File: src/rtl/npc_pkg.sv
package npc_pkg;
  localparam int XLEN    = 32;
  localparam int IMM_W   = 16;
  localparam int IDX_W   = 26;
  localparam int REGN_W  = 5;
  localparam int OP_W    = 6;
  localparam int REGION_W = XLEN - IDX_W - 2;

  localparam logic [OP_W-1:0] OP_SPECIAL = 6'b000000;
  localparam logic [OP_W-1:0] OP_REGIMM  = 6'b000001;
  localparam logic [OP_W-1:0] OP_J       = 6'b000010;
  localparam logic [OP_W-1:0] OP_JAL     = 6'b000011;
  localparam logic [OP_W-1:0] OP_BEQ     = 6'b000100;
  localparam logic [OP_W-1:0] OP_BNE     = 6'b000101;
  localparam logic [OP_W-1:0] OP_BLEZ    = 6'b000110;
  localparam logic [OP_W-1:0] OP_BGTZ    = 6'b000111;
  localparam logic [5:0]      FN_JR      = 6'b001000;

  localparam logic [REGN_W-1:0] RI_LTZ   = 5'b00000;
  localparam logic [REGN_W-1:0] RI_GEZ   = 5'b00001;
  localparam logic [REGN_W-1:0] RI_LTZL  = 5'b10000;
  localparam logic [REGN_W-1:0] RI_GEZL  = 5'b10001;

  typedef enum logic [3:0] {
    K_SEQ, K_EQ, K_NE, K_LEZ, K_GTZ, K_LTZ, K_GEZ,
    K_LTZL, K_GEZL, K_JMP, K_JMPL, K_JREG
  } ctl_kind_e;

  typedef struct packed {
    logic [XLEN-1:0] next_pc;
    logic            taken;
    logic            link_we;
    logic [XLEN-1:0] link_val;
    logic            misalign;
  } npc_res_t;
endpackage

File: src/rtl/npc_decode.sv
module npc_decode
  import npc_pkg::*;
(
  input  logic [XLEN-1:0] instr,
  output ctl_kind_e       kind
);
  logic [OP_W-1:0]   op;
  logic [REGN_W-1:0] rt_f;
  logic [5:0]        fn;

  assign op   = instr[XLEN-1 -: OP_W];
  assign rt_f = instr[20:16];
  assign fn   = instr[5:0];

  always_comb begin
    kind = K_SEQ;
    case (op)
      OP_SPECIAL: if (fn == FN_JR) kind = K_JREG;
      OP_REGIMM: begin
        case (rt_f)
          RI_LTZ:  kind = K_LTZ;
          RI_GEZ:  kind = K_GEZ;
          RI_LTZL: kind = K_LTZL;
          RI_GEZL: kind = K_GEZL;
          default: kind = K_SEQ;
        endcase
      end
      OP_J:    kind = K_JMP;
      OP_JAL:  kind = K_JMPL;
      OP_BEQ:  kind = K_EQ;
      OP_BNE:  kind = K_NE;
      OP_BLEZ: kind = K_LEZ;
      OP_BGTZ: kind = K_GTZ;
      default: kind = K_SEQ;
    endcase
  end
endmodule

File: src/rtl/npc_cond.sv
module npc_cond
  import npc_pkg::*;
(
  input  ctl_kind_e       kind,
  input  logic [XLEN-1:0] rs_val,
  input  logic [XLEN-1:0] rt_val,
  output logic            go
);
  logic neg, zero, same;

  assign neg  = rs_val[XLEN-1];
  assign zero = (rs_val == '0);
  assign same = (rs_val == rt_val);

  always_comb begin
    case (kind)
      K_EQ:                 go = same;
      K_NE:                 go = !same;
      K_LEZ:                go = neg || zero;
      K_GTZ:                go = !neg && !zero;
      K_LTZ, K_LTZL:        go = neg;
      K_GEZ, K_GEZL:        go = !neg;
      K_JMP, K_JMPL, K_JREG: go = 1'b1;
      default:              go = 1'b0;
    endcase
  end
endmodule

File: src/rtl/npc_target.sv
module npc_target
  import npc_pkg::*;
(
  input  ctl_kind_e       kind,
  input  logic            go,
  input  logic [XLEN-1:0] pc,
  input  logic [XLEN-1:0] instr,
  input  logic [XLEN-1:0] rs_val,
  output npc_res_t        res
);
  localparam int SEXT_W = XLEN - IMM_W - 2;

  logic [XLEN-1:0] seq_pc, br_off, br_pc, reg_pc;
  logic            is_branch;

  assign seq_pc = pc + XLEN'(4);
  assign br_off = {{SEXT_W{instr[IMM_W-1]}}, instr[IMM_W-1:0], 2'b00};
  assign br_pc  = seq_pc + br_off;
  assign reg_pc = {pc[XLEN-1 -: REGION_W], instr[IDX_W-1:0], 2'b00};

  assign is_branch = (kind == K_EQ) || (kind == K_NE) || (kind == K_LEZ) ||
                     (kind == K_GTZ) || (kind == K_LTZ) || (kind == K_GEZ) ||
                     (kind == K_LTZL) || (kind == K_GEZL);

  always_comb begin
    res.next_pc = seq_pc;
    if (is_branch && go)                        res.next_pc = br_pc;
    else if (kind == K_JMP || kind == K_JMPL)   res.next_pc = reg_pc;
    else if (kind == K_JREG)                    res.next_pc = rs_val;
    res.taken    = go;
    res.link_we  = (kind == K_JMPL) || (kind == K_LTZL) || (kind == K_GEZL);
    res.link_val = pc + XLEN'(8);
    res.misalign = (kind == K_JREG) && (rs_val[1:0] != 2'b00);
  end
endmodule

File: src/rtl/npc_outreg.sv
module npc_outreg
  import npc_pkg::*;
(
  input  logic     clk,
  input  logic     rst_n,
  input  logic     in_valid,
  output logic     in_ready,
  input  npc_res_t in_res,
  output logic     out_valid,
  input  logic     out_ready,
  output npc_res_t out_res
);
  assign in_ready = !out_valid || out_ready;

  always_ff @(posedge clk) begin
    if (!rst_n) begin
      out_valid <= 1'b0;
      out_res   <= '0;
    end else if (in_ready) begin
      out_valid <= in_valid;
      if (in_valid) out_res <= in_res;
    end
  end

  // held result does not move under back-pressure
  p_hold_r8: assert property (@(posedge clk) disable iff (!rst_n)
    out_valid && !out_ready |=> out_valid && $stable(out_res));

  // accepted request shows up after the accepting edge
  p_fill_r8: assert property (@(posedge clk) disable iff (!rst_n)
    in_valid && in_ready |=> out_valid);

  // no result without a prior acceptance
  p_empty_r9: assert property (@(posedge clk) disable iff (!rst_n)
    !out_valid && !in_valid |=> !out_valid);
endmodule

File: src/rtl/ctl_flow_npc.sv
module ctl_flow_npc
  import npc_pkg::*;
(
  input  logic            clk,
  input  logic            rst_n,
  input  logic            in_valid,
  output logic            in_ready,
  input  logic [XLEN-1:0] in_pc,
  input  logic [XLEN-1:0] in_instr,
  input  logic [XLEN-1:0] in_rs_val,
  input  logic [XLEN-1:0] in_rt_val,
  output logic            out_valid,
  input  logic            out_ready,
  output logic [XLEN-1:0] out_next_pc,
  output logic            out_taken,
  output logic            out_link_we,
  output logic [XLEN-1:0] out_link_val,
  output logic            out_misalign
);
  ctl_kind_e kind;
  logic      go;
  npc_res_t  res, held;

  npc_decode u_dec (.instr(in_instr), .kind(kind));

  npc_cond u_cond (.kind(kind), .rs_val(in_rs_val), .rt_val(in_rt_val), .go(go));

  npc_target u_tgt (.kind(kind), .go(go), .pc(in_pc), .instr(in_instr),
                    .rs_val(in_rs_val), .res(res));

  npc_outreg u_oreg (.clk(clk), .rst_n(rst_n), .in_valid(in_valid), .in_ready(in_ready),
                     .in_res(res), .out_valid(out_valid), .out_ready(out_ready),
                     .out_res(held));

  assign out_next_pc  = held.next_pc;
  assign out_taken    = held.taken;
  assign out_link_we  = held.link_we;
  assign out_link_val = held.link_val;
  assign out_misalign = held.misalign;

  // a non-redirected instruction steps by one word
  p_seq_step_r1: assert property (@(posedge clk) disable iff (!rst_n)
    in_valid && !res.taken |-> res.next_pc == in_pc + 32'd4);

  // a link write always carries the address two words on
  p_link_pc8_r6: assert property (@(posedge clk) disable iff (!rst_n)
    in_valid && res.link_we |-> res.link_val == in_pc + 32'd8);

  // a misaligned flag only comes with a redirect to an unaligned address
  p_misalign_r7: assert property (@(posedge clk) disable iff (!rst_n)
    in_valid && res.misalign |-> res.taken && (res.next_pc[1:0] != 2'b00));

  // region jumps keep the upper PC bits
  p_region_r5: assert property (@(posedge clk) disable iff (!rst_n)
    in_valid && (in_instr[31:27] == 5'b00001) |->
      res.taken && res.next_pc[31:28] == in_pc[31:28]);
endmodule

File: config.mk
export PLATFORM = sky130hd
export DESIGN_NAME = ctl_flow_npc
export DESIGN_NICKNAME = d
export VERILOG_FILES = /design/src/rtl/npc_pkg.sv /design/src/rtl/npc_decode.sv /design/src/rtl/npc_cond.sv /design/src/rtl/npc_target.sv /design/src/rtl/npc_outreg.sv /design/src/rtl/ctl_flow_npc.sv
export SDC_FILE = /design/constraint.sdc
export NUM_CORES = 1
export LEC_CHECK = 0
export BUFFER_PORTS_ARGS = -buffer_cell sky130_fd_sc_hd__buf_2
export CAP_MARGIN = 20
export CORE_MARGIN = 2
export CORE_UTILIZATION = 40
export CTS_BUF_LIST = sky130_fd_sc_hd__clkbuf_8
export DETAILED_ROUTE_END_ITERATION = 10
export PLACE_DENSITY = 0.66
export SYNTH_ARGS = -nofsm -noshare
export SYNTH_HDL_FRONTEND = slang
export SYNTH_SLANG_ARGS = --single-unit
File: constraint.sdc
create_clock -name clk -period 6 [get_ports clk]
set_input_delay 0.6 -clock clk [delete_from_list [all_inputs] [get_ports clk]]
set_output_delay 0.6 -clock clk [all_outputs]
set_load 0.02 [all_outputs]
==> results_dict.tcl <==
set metrics [dict create \
    leakage_nw 3.31 \
    dp_cells 1201 \
    syn_inst 830 \
    synth_ff_type "dfxtp_1" \
    finClkSkew_ps 9.02 \
    drive_above_1_share 0.260 \
    hold_class "reg2reg" \
    cts_buffers 9 \
    fin_tns_setup_ps 0 \
    fill_cells 1677 \
    yosysTopAreaCellShare 0.210 \
    crit_chain "buf_2 -> ha_1 -> nand3_1 -> or3_1 -> nor2_1 -> xor2_1 -> ha_1 -> and3_1 -> and2_1 -> a2111oi_2 -> o211ai_1 -> a31o_2 -> a21oi_1 -> xor2_1 -> o31ai_1" \
    pwr_density_cell_nw_per_um2 185 \
    synth_top_cell_by_area "dfxtp_1" \
    hold_end "u_oreg.out_res[0]" \
    grt_pass1_vias 6699 \
    rrSetupSlack_ps 3880 \
    h-tree-depth 3 \
    timing.fmax_mhz 220 \
    synthAdderAreaFrac 0.0629 \
    grt_max_degree 91 \
    clock_sinks 68 \
    cts_tree "built" \
    syn_area_per_cell_sq_um 7.81 \
    post-dp-hpwl_mm 18.8 \
    vias 7117 \
    first_iter_violations 636 \
    ys.warnings.count 0 \
    rr_worst_depth 6 \
    synth_nets 994 \
    status "completed" \
    cts_resized 0 \
    clkSlewWorstSetupHoldPaths_ps 90 \
    routed_via_density 5.85 \
    final_antenna_net_count 0 \
    synth_top_family_by_area "compound AO/OA/AOI/OAI gates" \
    clk_latency_ps 380 \
    endpoint_kind "register" \
    cts_max_path_buffers 2 \
    grtUsageTotal 0.275 \
    std_cell_rows 46 \
    gp_congestion 1.01 \
    routedWlPerCell_um 19.9 \
    postCtsSetupRepairBufs 0 \
    n_antenna_cell 0 \
    cp.arrival_ps 4800 \
    hold_viol 0 \
    worst_slew_pin_slew_ps 879 \
    stdcell_count 1216 \
    critPathBufInv 1 \
    synthMuxAreaShare 0.0262 \
    synth_cell_types 73 \
    ys_async_sr_fraction 0 \
    core_sq_um 15900 \
    cts.hold.buffers_added 0 \
    synth-compound-area-share 0.271 \
    ios 201 \
    cp-start-kind "primary input" \
    antenna_found_initial 1 \
    synth_edf_count 0 \
    slew_viol_final 0 \
    crit_path_start "in_pc[2]" \
    drc 0 \
    slowest_stage "a2111oi_2" \
    timing.final.crit_share 0.757 \
    holdPathStages 2 \
    synthSimpleGateAreaFrac 0.232 \
    seqCellArea_sq_um 1360 \
    min_from "u_oreg.out_res[0]" \
    clockRootBuffer "clkbuf_8" \
    slew_headroom 0.414 \
    synthesis.area_sq_um 6490 \
    maxCapViolCount 0 \
    dr.pass1.iters 5 \
    area_growth_pct 19.8 \
    crit_type "in2reg" \
    fin_crit_ps 4540 \
    yosysSeqAreaShare 0.210 \
    crit_required_ps 6250 \
    dieHeight_um 131 \
    initial_core_util 0.408 \
    nets 1160 \
    max_stage_delay_ps 700 \
    grt_pass1_wl_mm 37.2 \
    multi_input_area_sq_um 4850 \
    crit_family "compound AO/OA/AOI/OAI gates" \
    synth_area_leaders "dfxtp_1 21%, xor2_1 8.9%, xnor2_1 6.5%, ha_1 6.0%, nor2_1 5.2%" \
    reg2reg_to "u_oreg.out_res[62]" \
    port_buffers 200 \
    critPathMaxFanout 14 \
    rsz0062_at_grt "false" \
    fp.dieW_um 131 \
    overflow 0 \
    setup_viol 0 \
    vdd.ir_drop.worst_v 0.000112 \
    synth-seq-cells 68 \
    synth_xor_area_frac 0.154 \
    die-area_sq_um 17300 \
    reg2reg_from "u_oreg.out_valid" \
    wl_mm 24.2 \
]
-- cells by family after synthesis --
group	after synthesis
mux	17
buf+inv	63
flops	68
xor+xnor	114
simple gates	306
fa+ha+maj	32
compound gates	230
-- sequential cells by signal (all words and copies together) (netlist names) --
signal	flops
u_oreg.out_valid	1
u_oreg.out_res	67
-- placed cells by master (no fill, tap or decap), drive strengths merged, types with 3 or more instances in the layout --
| cell | synthesis | final |
|---|---|---|
| a21o | 13 | 13 |
| xnor2 | 48 | 48 |
| a311oi | 17 | 17 |
| and4 | 3 | 3 |
| a221o | 3 | 3 |
| dfxtp | 68 | 68 |
| a31o | 5 | 5 |
| xor2 | 66 | 66 |
| or3 | 6 | 6 |
| o21ai | 40 | 40 |
| a21oi | 45 | 45 |
| nor3 | 23 | 23 |
| and3 | 15 | 15 |
| nor2 | 92 | 92 |
| nand3b | 3 | 3 |
| inv | 11 | 12 |
| a21boi | 3 | 3 |
| o22ai | 4 | 4 |
| nand2b | 3 | 3 |
| o211ai | 13 | 13 |
| a2111oi | 14 | 14 |
| a211oi | 30 | 30 |
| nor3b | 3 | 3 |
| and2 | 4 | 4 |
| clkbuf | 34 | 10 |
| buf | 18 | 207 |
| or2 | 5 | 5 |
| o21bai | 5 | 5 |
| a31oi | 12 | 12 |
| o31a | 3 | 3 |
| mux2i | 17 | 17 |
| nand2 | 83 | 83 |
| nand3 | 19 | 19 |
| nor2b | 4 | 4 |
| ha | 31 | 31 |
| nor4 | 22 | 22 |
| nand4 | 17 | 17 |
| o31ai | 4 | 4 |
-- layout make-up --
type	count	share of cell area
Inverter	11	0.00531
Timing Repair Buffer	207	0.136
Clock inverter	5	0.00693
Clock buffer	10	0.0177
Multi-Input combinational cell	699	0.624
Sequential cell	68	0.175
Tap cell	216	0.0348
-- per-stage QoR --
stage / instance area (sq um) / hold WS (ps) / power (mW) / worst slack (ps) / utilization
after floorplan: 6490 / 530 / 0.844 / 2090 / -
after global placement: 7580 / 436 / 1.03 / 1250 / 0.477
after detailed placement: 7580 / 445 / 1.04 / 1110 / 0.477
after CTS: 7770 / 448 / 1.44 / 1520 / 0.489
after global routing: 7770 / 470 / 1.51 / 1210 / 0.489
final: 7770 / 453 / 1.44 / 1460 / 0.489
-- cells in the mapped netlist (5+ instances only) --
library cell / instances
a2111oi_2: 9
a211oi_1: 30
a21o_1: 13
a21oi_1: 45
a311oi_1: 12
a311oi_2: 5
a31oi_1: 11
and3_1: 15
buf_2: 9
buf_6: 5
clkbuf_1: 33
dfxtp_1: 68
ha_1: 31
inv_1: 11
mux2i_1: 17
nand2_1: 83
nand3_1: 19
nand4_1: 16
nor2_1: 90
nor3_1: 23
nor4_1: 21
o211ai_1: 13
o21ai_0: 40
or3_1: 5
xnor2_1: 48
xor2_1: 66
-- layer usage --
metal  vias to the layer above  GRT usage  share of wire  wire [um]
met3                        59     0.0444          0.064       1550
met2                       296      0.435           0.45      11000
met5                         -          0        0.00029          7
li1                       3407          -              -          -
met4                         2      0.143          0.043       1040
met1                      3353      0.361           0.44      10600
-- report_power, final --
part           switching [mW]  internal, mW
clock                   0.208         0.199
sequential             0.0170         0.485
combinational           0.330         0.201
total                   0.554         0.886
-- worst max-delay path by stage --
stage                               endpoint  slack (ps)  depth (start not counted)
final                     u_oreg.out_res[60]        1460                         15
after detailed placement  u_oreg.out_res[60]        1110                         15
after CTS                 u_oreg.out_res[60]        1520                         15
after global routing      u_oreg.out_res[60]        1210                         15
after floorplan           u_oreg.out_res[61]        2090                         16
after global placement    u_oreg.out_res[60]        1250                         15
-- worst min-delay path: stages, from the launching register on --
cell,delay (ps)
dfxtp_1,310
nand2_1,50
a21oi_1,50
(Power assumes the default switching activity.)
